### src/rtl/dma_bag_pkg.sv
package dma_bag_pkg;
  typedef enum logic {
    BAG_IDLE = 1'b0,
    BAG_RUN  = 1'b1
  } bag_state_t;
endpackage

### src/rtl/dma_bag_desc_addr.sv
module dma_bag_desc_addr #(
  parameter int ADDR_W   = 32,
  parameter int CH_W     = 5,
  parameter int SLOT_LG  = 4,
  parameter int FIELD_OF = 4
) (
  input  logic              clk,
  input  logic              rst,
  input  logic [ADDR_W-1:0] base_ptr,
  input  logic [CH_W-1:0]   chan_id,
  output logic [ADDR_W-1:0] field_addr
);
  localparam int PAD_W = ADDR_W - CH_W;

  logic [ADDR_W-1:0] slot_off;

  always_comb begin
    slot_off = {{PAD_W{1'b0}}, chan_id} << SLOT_LG;
  end

  always_ff @(posedge clk) begin
    if (rst) begin
      field_addr <= '0;
    end else begin
      field_addr <= base_ptr + slot_off + ADDR_W'(FIELD_OF);
    end
  end
endmodule

### src/rtl/dma_bag_span.sv
module dma_bag_span #(
  parameter int ADDR_W = 32,
  parameter int CNT_W  = 16,
  parameter int SIZE_W = 2,
  parameter int STEP_W = 3
) (
  input  logic [CNT_W-1:0]  cnt,
  input  logic [SIZE_W-1:0] size,
  input  logic              sel,
  input  logic [STEP_W-1:0] step,
  output logic [ADDR_W-1:0] stride,
  output logic [ADDR_W-1:0] span
);
  localparam int SZ_PAD  = ADDR_W - SIZE_W;
  localparam int CNT_PAD = ADDR_W - CNT_W;

  logic [ADDR_W-1:0] unit;

  always_comb begin
    unit   = {{SZ_PAD{1'b0}}, size} + ADDR_W'(1);
    stride = sel ? (unit << step) : unit;
    span   = {{CNT_PAD{1'b0}}, cnt} * stride;
  end
endmodule

### src/rtl/dma_bag_beat_cnt.sv
module dma_bag_beat_cnt #(
  parameter int CNT_W = 16
) (
  input  logic             clk,
  input  logic             rst,
  input  logic             load,
  input  logic [CNT_W-1:0] load_val,
  input  logic             dec,
  output logic [CNT_W-1:0] count,
  output logic             is_last
);
  always_ff @(posedge clk) begin
    if (rst) begin
      count <= '0;
    end else if (load) begin
      count <= load_val;
    end else if (dec && count != '0) begin
      count <= count - CNT_W'(1);
    end
  end

  always_comb begin
    is_last = (count == CNT_W'(1));
  end

  // an accepted decrement lowers the count by exactly one
  a_r7_count_step: assert property (@(posedge clk) disable iff (rst)
    (dec && !load && count > CNT_W'(1)) |=> (count == $past(count) - CNT_W'(1)));
endmodule

### src/rtl/dma_beat_addr_gen.sv
module dma_beat_addr_gen
  import dma_bag_pkg::*;
#(
  parameter int ADDR_W   = 32,
  parameter int CNT_W    = 16,
  parameter int SIZE_W   = 2,
  parameter int STEP_W   = 3,
  parameter int CH_W     = 5,
  parameter int SLOT_LG  = 4,
  parameter int FIELD_OF = 4
) (
  input  logic              clk,
  input  logic              rst,
  input  logic [ADDR_W-1:0] base_ptr,
  input  logic [CH_W-1:0]   chan_id,
  output logic [ADDR_W-1:0] src_field_addr,
  input  logic              start_valid,
  output logic              start_ready,
  input  logic [ADDR_W-1:0] stored_addr,
  input  logic [CNT_W-1:0]  beat_cnt,
  input  logic [SIZE_W-1:0] beat_size,
  input  logic              inc_en,
  input  logic              step_sel,
  input  logic [STEP_W-1:0] step_size,
  output logic              beat_valid,
  input  logic              beat_ready,
  output logic [ADDR_W-1:0] beat_addr,
  output logic [CNT_W-1:0]  beats_left,
  output logic              done
);
  bag_state_t        state_q;
  logic [ADDR_W-1:0] addr_q;
  logic [ADDR_W-1:0] stride_q;
  logic              done_q;
  logic [ADDR_W-1:0] new_stride;
  logic [ADDR_W-1:0] new_span;
  logic              start_fire;
  logic              beat_fire;
  logic              cnt_last;

  dma_bag_desc_addr #(
    .ADDR_W(ADDR_W), .CH_W(CH_W), .SLOT_LG(SLOT_LG), .FIELD_OF(FIELD_OF)
  ) i_desc (
    .clk(clk), .rst(rst), .base_ptr(base_ptr), .chan_id(chan_id),
    .field_addr(src_field_addr)
  );

  dma_bag_span #(
    .ADDR_W(ADDR_W), .CNT_W(CNT_W), .SIZE_W(SIZE_W), .STEP_W(STEP_W)
  ) i_span (
    .cnt(beat_cnt), .size(beat_size), .sel(step_sel), .step(step_size),
    .stride(new_stride), .span(new_span)
  );

  dma_bag_beat_cnt #(.CNT_W(CNT_W)) i_cnt (
    .clk(clk), .rst(rst), .load(start_fire), .load_val(beat_cnt),
    .dec(beat_fire), .count(beats_left), .is_last(cnt_last)
  );

  always_comb begin
    start_ready = (state_q == BAG_IDLE);
    beat_valid  = (state_q == BAG_RUN);
    start_fire  = start_valid && start_ready;
    beat_fire   = beat_valid && beat_ready;
    beat_addr   = addr_q;
    done        = done_q;
  end

  always_ff @(posedge clk) begin
    if (rst) begin
      state_q  <= BAG_IDLE;
      addr_q   <= '0;
      stride_q <= '0;
      done_q   <= 1'b0;
    end else begin
      done_q <= 1'b0;
      case (state_q)
        BAG_IDLE: begin
          if (start_fire) begin
            if (beat_cnt == '0) begin
              done_q <= 1'b1;
            end else begin
              state_q  <= BAG_RUN;
              addr_q   <= inc_en ? (stored_addr - new_span) : stored_addr;
              stride_q <= inc_en ? new_stride : '0;
            end
          end
        end
        BAG_RUN: begin
          if (beat_fire) begin
            addr_q <= addr_q + stride_q;
            if (cnt_last) begin
              state_q <= BAG_IDLE;
              done_q  <= 1'b1;
            end
          end
        end
        default: state_q <= BAG_IDLE;
      endcase
    end
  end

  // completion pulse lasts one cycle
  a_r8_done_single: assert property (@(posedge clk) disable iff (rst)
    done |=> !done);

  // last accepted beat ends the block
  a_r8_last_beat: assert property (@(posedge clk) disable iff (rst)
    (beat_valid && beat_ready && beats_left == CNT_W'(1)) |=> (done && !beat_valid));

  // a stalled beat holds address and count
  a_r6_stall_hold: assert property (@(posedge clk) disable iff (rst)
    (beat_valid && !beat_ready) |=> ($stable(beat_addr) && $stable(beats_left)));

  // no start accepted while a block runs
  a_r11_busy_blocks: assert property (@(posedge clk) disable iff (rst)
    beat_valid |-> !start_ready);

  // an empty block completes without issuing a beat
  a_r9_empty_block: assert property (@(posedge clk) disable iff (rst)
    (start_valid && start_ready && beat_cnt == '0) |=> (done && !beat_valid));
endmodule

### config.mk
export PLATFORM = sky130hd
export DESIGN_NAME = dma_beat_addr_gen
export DESIGN_NICKNAME = d
export VERILOG_FILES = /design/src/rtl/dma_bag_pkg.sv /design/src/rtl/dma_bag_desc_addr.sv /design/src/rtl/dma_bag_span.sv /design/src/rtl/dma_bag_beat_cnt.sv /design/src/rtl/dma_beat_addr_gen.sv
export SDC_FILE = /design/constraint.sdc
export NUM_CORES = 1
export LEC_CHECK = 0
export BUFFER_PORTS_ARGS = -buffer_cell sky130_fd_sc_hd__buf_2
export CORE_ASPECT_RATIO = 0.7
export CORE_UTILIZATION = 62
export CTS_CLUSTER_DIAMETER = 60
export DETAILED_ROUTE_END_ITERATION = 8
export HOLD_SLACK_MARGIN = 0.05
export PLACE_DENSITY = 0.85
export SLEW_MARGIN = 25
export SYNTH_ARGS = -nofsm -noshare
export SYNTH_HDL_FRONTEND = slang
export SYNTH_SLANG_ARGS = --single-unit
### constraint.sdc
create_clock -name clk -period 12.2 [get_ports clk]
set_clock_uncertainty 0.2 [all_clocks]
set_input_delay 1.22 -clock clk [delete_from_list [all_inputs] [get_ports clk]]
set_output_delay 1.22 -clock clk [all_outputs]
set_load 0.01 [all_outputs]
* Word level (Yosys, flattened, before mapping) *
Cells that the tools add are included.

cells by class
  $add $sub $neg = 6
  $mul = 1
  div/mod/pow operators = 0
  magnitude comparators = 0
  equality and inequality tests = 4
  shift-type cells = 1
  mux-type cells = 19
  bitwise logic cells = 2
  reductions and logical operators = 8

operators with widths
  kind                                                                      number
  32-bit 2-to-1 mux                                                         6
  32-bit one-hot mux with 2 select lines                                    1
  32-bit by 3-bit adder with 32-bit output (second input constant)          1
  32-bit adder                                                              1
  32-bit by 9-bit adder with 32-bit output                                  1
  16-bit by 32-bit multiplier with 32-bit output                            1
  16-bit 2-to-1 mux                                                         2
  32-bit by 3-bit left shift with 32-bit output                             1
  32-bit subtractor                                                         1
  16-bit by 1-bit == test with 1-bit output (second input constant)         1
  16-bit zero test                                                          1
  16-bit nonzero test                                                       1
  16-bit by 1-bit subtractor with 16-bit output (second input constant)     1
  1-bit 2-to-1 mux                                                          8
  3-bit AND reduction                                                       2
  2-bit by 1-bit inequality test with 1-bit output (second input constant)  2
  1-bit one-hot mux with 2 select lines                                     2
  2-bit by 1-bit adder with 3-bit output (second input constant)            1
  1-bit logical AND                                                         3
  2-bit inequality test (second input constant)                             1
  1-bit inverter                                                            2
  2-bit nonzero test                                                        1

storage, ports and cells
  register bits after elaboration = 114
  latch bits = 0
  RAM bits = 0
  ROM bits = 0
  bits of input ports = 96
  output and inout port bits = 83
  memories kept = 0

* Logic depth before layout (Yosys ltp) *
Gate-level depths: netlist of run 1.

  depth after elaboration = 9
  depth in mapped cells = 29

* By module *
Synthesis of run 1 repeated with hierarchy kept, for this count alone.

second synthesis, totals
  cells, all modules = 1953
  area total of the unflattened synthesis = 15402.3 um^2

modules (own cells, without submodules)
  module             times used  cells each  area each (um^2)  seq. area each (um^2)
  dma_beat_addr_gen  1           901         6485.0            1321.3
  dma_bag_span       1           754         6373.6            0.0
  dma_bag_desc_addr  1           174         1524.0            640.6
  dma_bag_beat_cnt   1           124         1019.7            320.3

* Worst setup path after synthesis of run 1 *
No wires, ideal clock.

  path type = input -> register
  from = input step_size[0]
  to = register addr_q[29], in the netlist beat_addr[29]
  arrival = 7692 ps
  path slack = 4233 ps
  cell stages on the path = 25
  path buffers = 2
  path through = clkbuf_1 > inv_1 > o31ai_1 > and2_1 > clkbuf_1 > nand2_1 > fa_1 > inv_1 > fa_1 > fa_1 > inv_1 > fa_1 > fa_1 > inv_1 > fa_1 > inv_1 > ha_1 > a21o_1 > a21o_1 > a31oi_1 > a21boi_4 > o21ai_2 > a31o_1 > a2111o_1 > a31oi_1

on the way
  longest elaborated chain between the ends = 8

ends and longest elaborated chain
  item                                            line                     RTL
  start: declaration                              dma_beat_addr_gen.sv:24  input logic [STEP_W-1:0] step_size,
  32-bit by 3-bit left shift with 32-bit output   dma_bag_span.sv:21       stride = sel ? (unit << step) : unit;
  32-bit 2-to-1 mux                               dma_bag_span.sv:21
  16-bit by 32-bit multiplier with 32-bit output  dma_bag_span.sv:22       span = {{CNT_PAD{1'b0}}, cnt} * stride;
  32-bit subtractor                               dma_beat_addr_gen.sv:84  addr_q <= inc_en ? (stored_addr - new_span) : stored_addr;
  32-bit 2-to-1 mux                               dma_beat_addr_gen.sv:84
  32-bit 2-to-1 mux                               dma_beat_addr_gen.sv:80  if (beat_cnt == '0) begin
  32-bit 2-to-1 mux                               dma_beat_addr_gen.sv:79  if (start_fire) begin
  32-bit one-hot mux with 2 select lines          dma_beat_addr_gen.sv:77  case (state_q)
  end signal: assignment                          dma_beat_addr_gen.sv:84
  end signal: assignment                          dma_beat_addr_gen.sv:91  addr_q <= addr_q + stride_q;
  end: declaration                                dma_beat_addr_gen.sv:32  logic [ADDR_W-1:0] addr_q;

No other way between the ends. The select of a mux whose other input is x is not followed.
A chain may end at the register's enable or synchronous reset.

* Worst setup path in the final report of run 1 *
  from = input beat_size[0]
  to = register addr_q[30], in the netlist beat_addr[30]

on the way
  longest elaborated chain between the ends = 9

ends and longest elaborated chain
  item                                              line                     RTL
  start: declaration                                dma_beat_addr_gen.sv:21  input logic [SIZE_W-1:0] beat_size,
  2-bit by 1-bit adder with 3-bit output *          dma_bag_span.sv:20       unit = {{SZ_PAD{1'b0}}, size} + ADDR_W'(1);
  32-bit by 3-bit left shift with 32-bit output     dma_bag_span.sv:21
  32-bit 2-to-1 mux *                               dma_bag_span.sv:21
  16-bit by 32-bit multiplier with 32-bit output *  dma_bag_span.sv:22
  32-bit subtractor *                               dma_beat_addr_gen.sv:84
  32-bit 2-to-1 mux *                               dma_beat_addr_gen.sv:84
  32-bit 2-to-1 mux *                               dma_beat_addr_gen.sv:80
  32-bit 2-to-1 mux *                               dma_beat_addr_gen.sv:79
  32-bit one-hot mux with 2 select lines *          dma_beat_addr_gen.sv:77

Mark *: on every way between the ends. The rest lies on a longest branch, timed or not. The select of a mux whose other input is x is not followed.

==> run summary, run 1 <==
DP HPWL: 27100 um
CTS tree: yes
fin crit period: 8800 ps
Area Growth Syn to Fin: 10.9%
post-synthesis sequential area ratio: 14.6%
Most common cell on crit path: fa_1
average routed wire per standard cell: 17.6 um
initial drt markers: 1149
vias in the first global route: 11.3k
ant diodes: 0
Residual DRC: 0
R2R cell count: 9
period utilisation layout: 72.2%
PostCTS Resize Cnt: 0
initial core utilization: 63.5%
leading register cell type out of synthesis: dfxtp_1
library cells used by synthesis: 73
Post-Synth Simple-Gate Area: 20.1%
setup TNS: 0 ps
cts hold-fix bufs: 0
RSZ-0062 raised after global routing: no
Comb power frac: 63.5%
post-synthesis mux area share: 1.36%
Die Wd: 172 um
Vias/cell: 5.96
final wirelength: 34300 um
total track usage: 33.7%
Async S/R FF share, synth: 0%
reg2reg setup slack: 8610 ps
CP endpoint: beat_addr[30]
PD cells: 131 mW/mm2
NumNets Final: 2039
Internal: 956 uW
crit path launch: beat_size[0]
clock buffer count from CTS: 9
Sw Share: 47.7%
Die Footprint: 0.0209 mm2
synthesized instance count: 1552
Cell Rows: 43
Post-synth EDFFs: 0
Static Leakage: 0.00670 uW
xor/xnor share of the synthesized area: 4.44%
first-pass GRT wire length: 55000 um
Root Buffer: clkbuf_16
Max VDD drop: 0.0953 mV
Max Cap Viol: 0
P_sw: 871 uW
initial antenna violation count: 0
Tightest Pin Transition: 1070 ps
total design power: 1830 uW
total gr overflow: 0
Die Ht: 121 um
DRT Pass-1 Iters: 5
CP max stage cell: o31ai_1
Critical Path Source Type: input pin
register bit total from synthesis: 92
CTS Sinks: 92
crit path DAT: 8870 ps
fin. max-slew vios: 0
via count: 11.7k
Critical path buffers and inverters: 5
I/O Buffers: 178
crit end category: register
largest family of logic cells by synthesized area: adder cells
largest net degree at the start of global routing: 91
final setup vio count: 0
Hold Path Class: reg2reg
Mapped Nets: 1911
critical path peak fanout: 9
Antenna Nets Post-Route: 0
Final Wtd Congestion: 0.960
RR Startpoint: stride_q[1]
power share of the sequential group: 20.0%
CP max stage delay: 830 ps
Longest Clk Path Bufs: 2
Crit path required time: 12270 ps
Clock transition at path regs: 80 ps
r2r endpoint: beat_addr[21]
Core Area: 0.0199 mm2
Hold Fails Final Rpt: 0
Compound-Gate Fraction of Synth Area: 15.4%
crit-path leading delay family: adder cells
io pins: 179
H-tree depth: 3
max frequency: 114 MHz
Post-CTS Setup Bufs: 0
Slew Limit Headroom: 28.7%
cell area after synthesis: 0.0126 mm2
Setup CP Type: in2reg
layout cells sized above 1: 13.5%
critical-path cell list: buf_2 > ha_1 > nand2_1 > o31ai_1 > and2_1 > nand2_1 > fa_1 > inv_1 > fa_1 > fa_1 > inv_1 > fa_1 > fa_1 > inv_1 > fa_1 > inv_1 > ha_1 > and4_1 > nand4_1 > a31oi_1 > o211ai_1 > a41o_1 > a2111oi_2
clk_lat worst skew: 370 ps
WP depth: 23
post-synthesis adder-cell area fraction: 34.4%
Synth Area per Inst: 8.13 um2
status: finished, final reports clean
clock share of power: 16.5%
yosys warns: 0
==> worst register-to-register path: cells and delay by family, from the launching register on <==
kind / cells / cell delay [ps]
AO/OA/AOI/OAI: 6 / 2360
flip-flops: 1 / 410
adder cells (fa/ha/maj): 1 / 270
AND/OR/NAND/NOR: 1 / 140
multiplexers: 1 / 170
==> layout make-up <==
class,instances,area [um2]
clock buffers,9,225
clock inverters,7,86.3
fillers,1590,5860
inverters,253,950
multi-input cells,1132,9560
flip-flops and latches,92,1840
well taps,270,338
repair buffers,192,996
==> per-stage QoR <==
stage               hold slack, ps  utilization, %  cell area, um2  cells  setup WS [ps]
global route                   289            70.5           14000   1955           3040
detailed placement             258            68.9           13700   1939           3250
CTS                            267            70.5           14000   1955           3580
global placement               250            68.9           13700   1939           3580
floorplan                      236               -           12600   1552           4230
finish                         268            70.5           14000   1955           3400
==> layout by cell type (no fill, tap or decap), types with 30 or more instances in the layout <==
| cell | n |
|---|---|
| ha_1 | 124 |
| nand2_1 | 135 |
| nor3_1 | 30 |
| a211oi_1 | 36 |
| a21oi_1 | 63 |
| inv_1 | 253 |
| and2_1 | 91 |
| o21ai_0 | 51 |
| dfxtp_1 | 92 |
| nor2_1 | 109 |
| xnor2_1 | 36 |
| nand3_1 | 33 |
| buf_2 | 178 |
| fa_1 | 139 |
==> per-layer routing <==
layer / wire [um] / track usage [%]
met1: 14400 / 44.7
met2: 15700 / 54.6
met3: 3330 / 7.21
met4: 928 / 10.8
met5: 0 / 0
==> worst min-delay path by stage <==
stage / start / endpoint / slack [ps] / cells past startpoint
global placement: stride_q[9] / stride_q[9] / 250 / 2
global route: stride_q[7] / stride_q[7] / 290 / 2
detailed placement: stride_q[9] / stride_q[9] / 260 / 2
CTS: stride_q[9] / stride_q[9] / 270 / 2
floorplan: stride_q[0] / stride_q[0] / 240 / 2
finish: stride_q[9] / stride_q[9] / 270 / 2
==> flip-flops by register name, indices dropped and copies added, names as in the netlist <==
| signal | count |
|---|---|
| stride_q | 10 |
| done | 1 |
| i_cnt.count | 16 |
| i_desc.field_addr | 32 |
| beat_addr | 32 |
| beat_valid | 1 |
==> cells in the mapped netlist (all sizes together) (4+ instances only) <==
library cell / count / area, um2
a21o: 21 / 166
a211oi: 37 / 283
a311oi: 7 / 61.3
a221oi: 4 / 35.0
o21bai: 8 / 60.1
fa: 139 / 2780
nor3: 30 / 150
a22oi: 4 / 30.0
mux2i: 16 / 160
nand4b: 4 / 35.0
o31ai: 4 / 30.0
or3: 8 / 50.1
o21a: 11 / 90.1
and3: 24 / 150
o22ai: 6 / 37.5
nand2: 137 / 514
o21ai: 55 / 279
clkbuf: 68 / 255
a31oi: 15 / 93.8
buf: 7 / 28.8
nand4: 13 / 81.3
nor2: 109 / 409
xnor2: 36 / 315
o211ai: 9 / 67.6
and2: 92 / 577
nand3: 33 / 165
a21oi: 63 / 315
xor2: 28 / 245
dfxtp: 92 / 1840
a2111oi: 5 / 50.0
o31a: 4 / 35.0
nand2b: 13 / 81.3
nor2b: 7 / 43.8
nor4b: 5 / 43.8
inv: 253 / 950
nor4: 11 / 90.1
ha: 124 / 1550
and4: 5 / 43.8
or4: 5 / 41.3
==> power groups by stage <==
stage	sequential [uW]	clock, uW	combinational [uW]
3_3_place_gp	371	0	1110
2_1_floorplan	382	0	839
3_5_place_dp	372	0	1140
5_1_grt	371	316	1280
4_1_cts	365	305	1150
6_report	366	301	1160
==> logic make-up after synthesis <==
kind of cell | Yosys count
buffers and inverters | 328
AOI/OAI and AO/OA | 285
and+or+nand+nor | 503
xor gates and xnor gates | 64
adders and majority gates | 263
DFF | 92
muxes | 17
No activity file was read; power rests on OpenSTA's default activity.
==> run 2, diff against run 1 <==
Settings changed: CORE_UTILIZATION 62 to 60, PLACE_DENSITY 0.85 to 0.83.
Clock period 12.2 ns to 8.55 ns, I/O delays scaled along.
==> run 2 against run 1 <==
Global-route usage is 1.6 points lower. Final area is 0.27% higher. Combinational power is 44% higher. Register-to-register slack worse by 3700 ps. Sequential cell count stayed put. Final cell count is 0.26% higher. Highest routed layer unchanged.
==> run summary, run 2 (synthesis gave the netlist of run 1 again) <==
status: finished, final reports clean
first-pass GRT wire length: 55100 um (+0.21%)
Slew Limit Headroom: 23.0% (-5.7 points)
critical path peak fanout: 9 (unchanged)
initial antenna violation count: 0 (unchanged)
clock buffer count from CTS: 9 (unchanged)
RSZ-0062 raised after global routing: no
setup TNS: 0 ps (unchanged)
Clock transition at path regs: 80 ps (about the same)
initial drt markers: 1106 (-3.7%)
CP max stage cell: fa_1
Die Footprint: 0.0216 mm2 (+3.3%)
Crit path required time: 8620 ps (-3650 ps)
max frequency: 126 MHz
CP max stage delay: 540 ps (-290 ps)
RR Startpoint: stride_q[0]
filler instances: 1632 (+2.6%)
Area Growth Syn to Fin: 11.2%
placed cell count: 1944 (+0.26%)
final wirelength: 34400 um (+0.15%)
Hold Startpoint: stride_q[8]
Vias/cell: 5.99 (+0.58%)
largest net degree at the start of global routing: 91 (unchanged)
ant diodes: 0 (unchanged)
total track usage: 32.0% (-1.6 points)
I/O Buffers: 178 (unchanged)
via count: 11.8k (+0.84%)
CTS Sinks: 92 (unchanged)
Core Area: 0.0202 mm2 (+1.6%)
worst hold slack: 261 ps (-7.04 ps)
DRT Pass-1 Iters: 5 (unchanged)
clk_lat worst skew: 370 ps (about the same)
H-tree depth: 3 (unchanged)
Die Ht: 123 um (+1.6%)
reg2reg setup slack: 4920 ps (-3690 ps)
fin crit period: 7920 ps
CTS tree: yes
layout cells sized above 1: 13.7% (+0.26 points)
total gr overflow: 0 (unchanged)
Die Wd: 175 um (+1.6%)
io pins: 179 (unchanged)
Tightest Pin Transition: 1150 ps (+84.9 ps)
period utilisation layout: 92.6%
Max Cap Viol: 0 (unchanged)
fin. max-slew vios: 0 (unchanged)
Residual DRC: 0 (unchanged)
Static Leakage: 0.00673 uW (+0.40%)
Final Wtd Congestion: 0.941 (-2.0%)
post-route insts no fill: 1960 (+0.26%)
Hold Fails Final Rpt: 0 (unchanged)
crit path DAT: 7980 ps (-890 ps)
initial core utilization: 62.5% (-1.0 points)
Cell Rows: 43 (unchanged)
DP HPWL: 27200 um (+0.64%)
Setup CP Type: in2reg
vias in the first global route: 11.3k (-0.098%)
crit end category: register
Worst Hold Depth: 2 (unchanged)
cts hold-fix bufs: 0 (unchanged)
critical-path cell list: buf_2 > ha_1 > inv_1 > nor3_1 > a21oi_1 > nor2b_1 > nand2_1 > fa_1 > inv_1 > fa_1 > fa_1 > inv_1 > fa_1 > fa_1 > inv_1 > fa_1 > inv_1 > ha_1 > and4_1 > nand4_1 > a31oi_1 > o211ai_1 > a41o_1 > a2111oi_2
final setup vio count: 0 (unchanged)
Hold Path Class: reg2reg
PD cells: 187 mW/mm2 (+43%)
r2r endpoint: beat_addr[30]
Antenna Nets Post-Route: 0 (unchanged)
Max VDD drop: 0.168 mV (+76%)
PostCTS Resize Cnt: 0 (unchanged)
R2R cell count: 11 (+2)
most frequent cells in the layout: 253 x inv_1, 178 x buf_2, 139 x fa_1
NumNets Final: 2044 (+0.25%)
Min-Delay Endpoint: stride_q[8]
commonest non-fill, non-tap cell in the layout: inv_1
average routed wire per standard cell: 17.5 um (-0.10%)
Root Buffer: clkbuf_16
Post-CTS Setup Bufs: 0 (unchanged)
Critical Path Source Type: input pin
Longest Clk Path Bufs: 2 (unchanged)
Most common cell on crit path: fa_1
[run 2: cell types whose count changed in the layout (fill, tap and decap cells not counted), sizes merged]
cell and change:
buf +5
[run 2: layout make-up]
cell class	instances	area (um2)	area share (%)
multi-input cells	1132	9560	68.1
clock inverters	7	86.3	0.615
clock buffers	9	225	1.61
repair buffers	197	1030	7.37
inverters	253	950	6.77
flip-flops and latches	92	1840	13.1
well taps	270	338	2.41
[run 2: per-layer routing]
| layer | up-vias | global-route usage, % | wire (um) |
|---|---|---|---|
| li1 | 5411 | - | - |
| met1 | 5649 | 43.3 | 14400 |
| met2 | 629 | 53.4 | 15900 |
| met3 | 61 | 6.30 | 3420 |
| met4 | 0 | 7.34 | 635 |
| met5 | - | 0 | 0 |
[run 2: worst max-delay path: cells and delay by family]
kind            cells  cell delay [ps]
compound gates      5             1500
fa+ha+maj           8             3760
buf+inv             6              430
simple gates        5             1430
[run 2: stage by stage]
stage / total power, uW / util, % / worst slack (ps) / instance area, um2
5_1_grt: 2820 / 69.5 / 220 / 14000
6_report: 2630 / 69.5 / 634 / 14000
3_3_place_gp: 2120 / 68.0 / 610 / 13700
4_1_cts: 2600 / 69.5 / 819 / 14000
2_1_floorplan: 1740 / - / 948 / 12600
3_5_place_dp: 2160 / 68.0 / 461 / 13700
[run 2: power by group]
part           internal (uW)  switching, uW
Sequential               476           49.4
Combinational            678            995
Clock                    212            216
[run 2: worst max path at each step]
stage                 start             to  slack (ps)  cells past startpoint
6_report       beat_size[0]  beat_addr[30]         630                     24
2_1_floorplan  step_size[0]  beat_addr[29]         950                     25
3_3_place_gp   beat_size[0]  beat_addr[30]         610                     25
3_5_place_dp   beat_size[0]  beat_addr[30]         460                     25
4_1_cts        beat_size[0]  beat_addr[30]         820                     25
5_1_grt        beat_size[0]  beat_addr[30]         220                     25
==> run 3, diff against run 2 <==
Settings changed: CELL_PAD_IN_SITES_DETAIL_PLACEMENT set to 0, CELL_PAD_IN_SITES_GLOBAL_PLACEMENT set to 1, CORE_UTILIZATION 60 to 45, PLACE_DENSITY 0.83 to unset, PLACE_DENSITY_LB_ADDON set to 0.1.
==> run 3 against run 2 <==
Critical path depth increased by 1. Final area increased by 1.0%. Worst setup slack improved by 94 ps. Fmax increased by 1.2%. First-iteration DRC count decreased by 37%. Utilization decreased by 17 points. Combinational power decreased by 2%. Hold slack about the same. Highest routed layer is now met5.
==> run summary, run 3 (synthesis gave the netlist of run 1 again) <==
Final Core Density: 52.2% (-17 points)
crit end category: register
Root Buffer: clkbuf_16
crit path DAT: 7900 ps (-80 ps)
cts hold-fix bufs: 0 (unchanged)
commonest non-fill, non-tap cell in the layout: inv_1
worst hold slack: 261 ps (-0.0630 ps)
Antenna Nets Post-Route: 0 (unchanged)
Die Wd: 202 um (+15%)
Setup CP Type: in2reg
Residual DRC: 0 (unchanged)
status: finished, final reports clean
Most common cell on crit path: fa_1
CTS tree: yes
CP max stage cell: fa_1
clk_lat worst skew: 390 ps (+20 ps)
Critical Path Source Type: input pin
Cell Rows: 50 (+16%)
Placed Area: 0.0139 mm2 (+1.1%)
r2r endpoint: beat_addr[30]
Max VDD drop: 0.191 mV (+13%)
DRT Pass-1 Iters: 4 (-1)
PostCTS Resize Cnt: 0 (unchanged)
filler instances: 2676 (+64%)
Hold Startpoint: stride_q[6]
layout cells sized above 1: 13.9% (+0.21 points)
critical path peak fanout: 10 (+1)
Die Footprint: 0.0287 mm2 (+33%)
I/O Buffers: 178 (unchanged)
Post-CTS Setup Bufs: 0 (unchanged)
Slew Limit Headroom: 30.4% (+7.3 points)
fin crit period: 7820 ps (-93.7 ps)
RR Startpoint: beat_addr[0]
fin. max-slew vios: 0 (unchanged)
CP max stage delay: 520 ps (-20 ps)
initial core utilization: 46.5% (-16 points)
vias in the first global route: 10.8k (-3.8%)
initial drt markers: 701 (-37%)
DP HPWL: 29800 um (+9.3%)
average routed wire per standard cell: 17.9 um (+1.8%)
clock buffer count from CTS: 9 (unchanged)
io pins: 179 (unchanged)
Hold Fails Final Rpt: 0 (unchanged)
Min-Delay Endpoint: stride_q[6]
worst slack, placed: 470 ps (+9.01 ps)
Hold Path Class: reg2reg
setup TNS: 0 ps (unchanged)
Area Growth Syn to Fin: 12.4%
Core Area: 0.0272 mm2 (+35%)
PD cells: 182 mW/mm2 (-2.9%)
RSZ-0062 raised after global routing: no
period utilisation layout: 91.5% (-1.1 points)
Final Cell Area: 0.0142 mm2 (+1.0%)
Tightest Pin Transition: 1040 ps (-110 ps)
Static Leakage: 0.00673 uW (+0.12%)
first-pass GRT wire length: 58500 um (+6.1%)
most frequent cells in the layout: 253 x inv_1, 178 x buf_2, 139 x fa_1
total track usage: 26.2% (-5.9 points)
R2R cell count: 11 (unchanged)
total gr overflow: 0 (unchanged)
via count: 11.3k (-3.6%)
H-tree depth: 3 (unchanged)
Max Cap Viol: 0 (unchanged)
Final Wtd Congestion: 0.851 (-9.5%)
reg2reg setup slack: 4900 ps (-20 ps)
Longest Clk Path Bufs: 2 (unchanged)
CTS Sinks: 92 (unchanged)
Critical path buffers and inverters: 7 (+1)
Clock transition at path regs: 80 ps (about the same)
Crit path required time: 8630 ps (about the same)
NumNets Final: 2047 (+0.15%)
final wirelength: 36800 um (+7.0%)
Die Ht: 142 um (+15%)
final setup vio count: 0 (unchanged)
crit-path leading delay family: adder cells
initial antenna violation count: 4 (+4)
Final Worst Setup Slack: 727 ps (+93.7 ps)
Worst Hold Depth: 2 (unchanged)
crit path launch: beat_size[0]
largest net degree at the start of global routing: 67 (-26%)
Vias/cell: 5.50 (-8.2%)
max frequency: 128 MHz (+1.2%)
[run 3: cell types whose count changed in the layout (fill, tap and decap cells not counted)]
cell and delta:
nor3_1 -1, clkinv_4 +1, inv_12 -1, clkinvlp_4 +1, nand2_1 +1, diode_2 +2
nand2_2 -1, nor3_2 +1, inv_6 -1, buf_4 +3, a21oi_1 -1, a21oi_2 +1
[run 3: tightest hold or removal path, cell delays in order (launching register included)]
cell and delay (ps):
dfxtp_1 320, nand2_1 50, a21oi_1 50
[run 3: through the flow]
step / std cells / total power [uW]
finish: 2059 / 2580
global route: 2057 / 2820
CTS: 2057 / 2590
detailed placement: 2041 / 2160
global placement: 2041 / 2160
floorplan: 1552 / 1740
[run 3: how the worst max path moves through the flow]
stage / endpoint / slack (ps) / cells after the start
5_1_grt: beat_addr[30] / 300 / 24
6_report: beat_addr[30] / 730 / 25
4_1_cts: beat_addr[30] / 850 / 25
3_5_place_dp: beat_addr[30] / 470 / 25
2_1_floorplan: beat_addr[29] / 950 / 25
3_3_place_gp: beat_addr[30] / 600 / 25
[run 3: final cells by class]
type	instances	area, um2	share of cell area [%]
Multi-Input combinational cell	1132	9560	67.5
Sequential cell	92	1840	13.0
Timing Repair Buffer	200	1060	7.45
Inverter	253	950	6.70
Tap cell	364	455	3.21
Clock buffer	9	225	1.59
Clock inverter	7	77.6	0.547
Antenna cell	2	5.00	0.0353
[run 3: layer usage]
metal	GRT usage [%]	vias up	share of wire [%]
met3	7.51	48	8.2
met4	6.89	2	1.8
met1	36.7	5511	47
met5	0	-	0.035
met2	39.3	341	43
li1	-	5428	-
[run 3: report_power, final]
part           internal [uW]  switching [uW]  total, uW  leakage, uW
Clock                    207             216        423     0.000144
Combinational            674             955       1630      0.00583
Sequential               476            49.8        526     0.000761
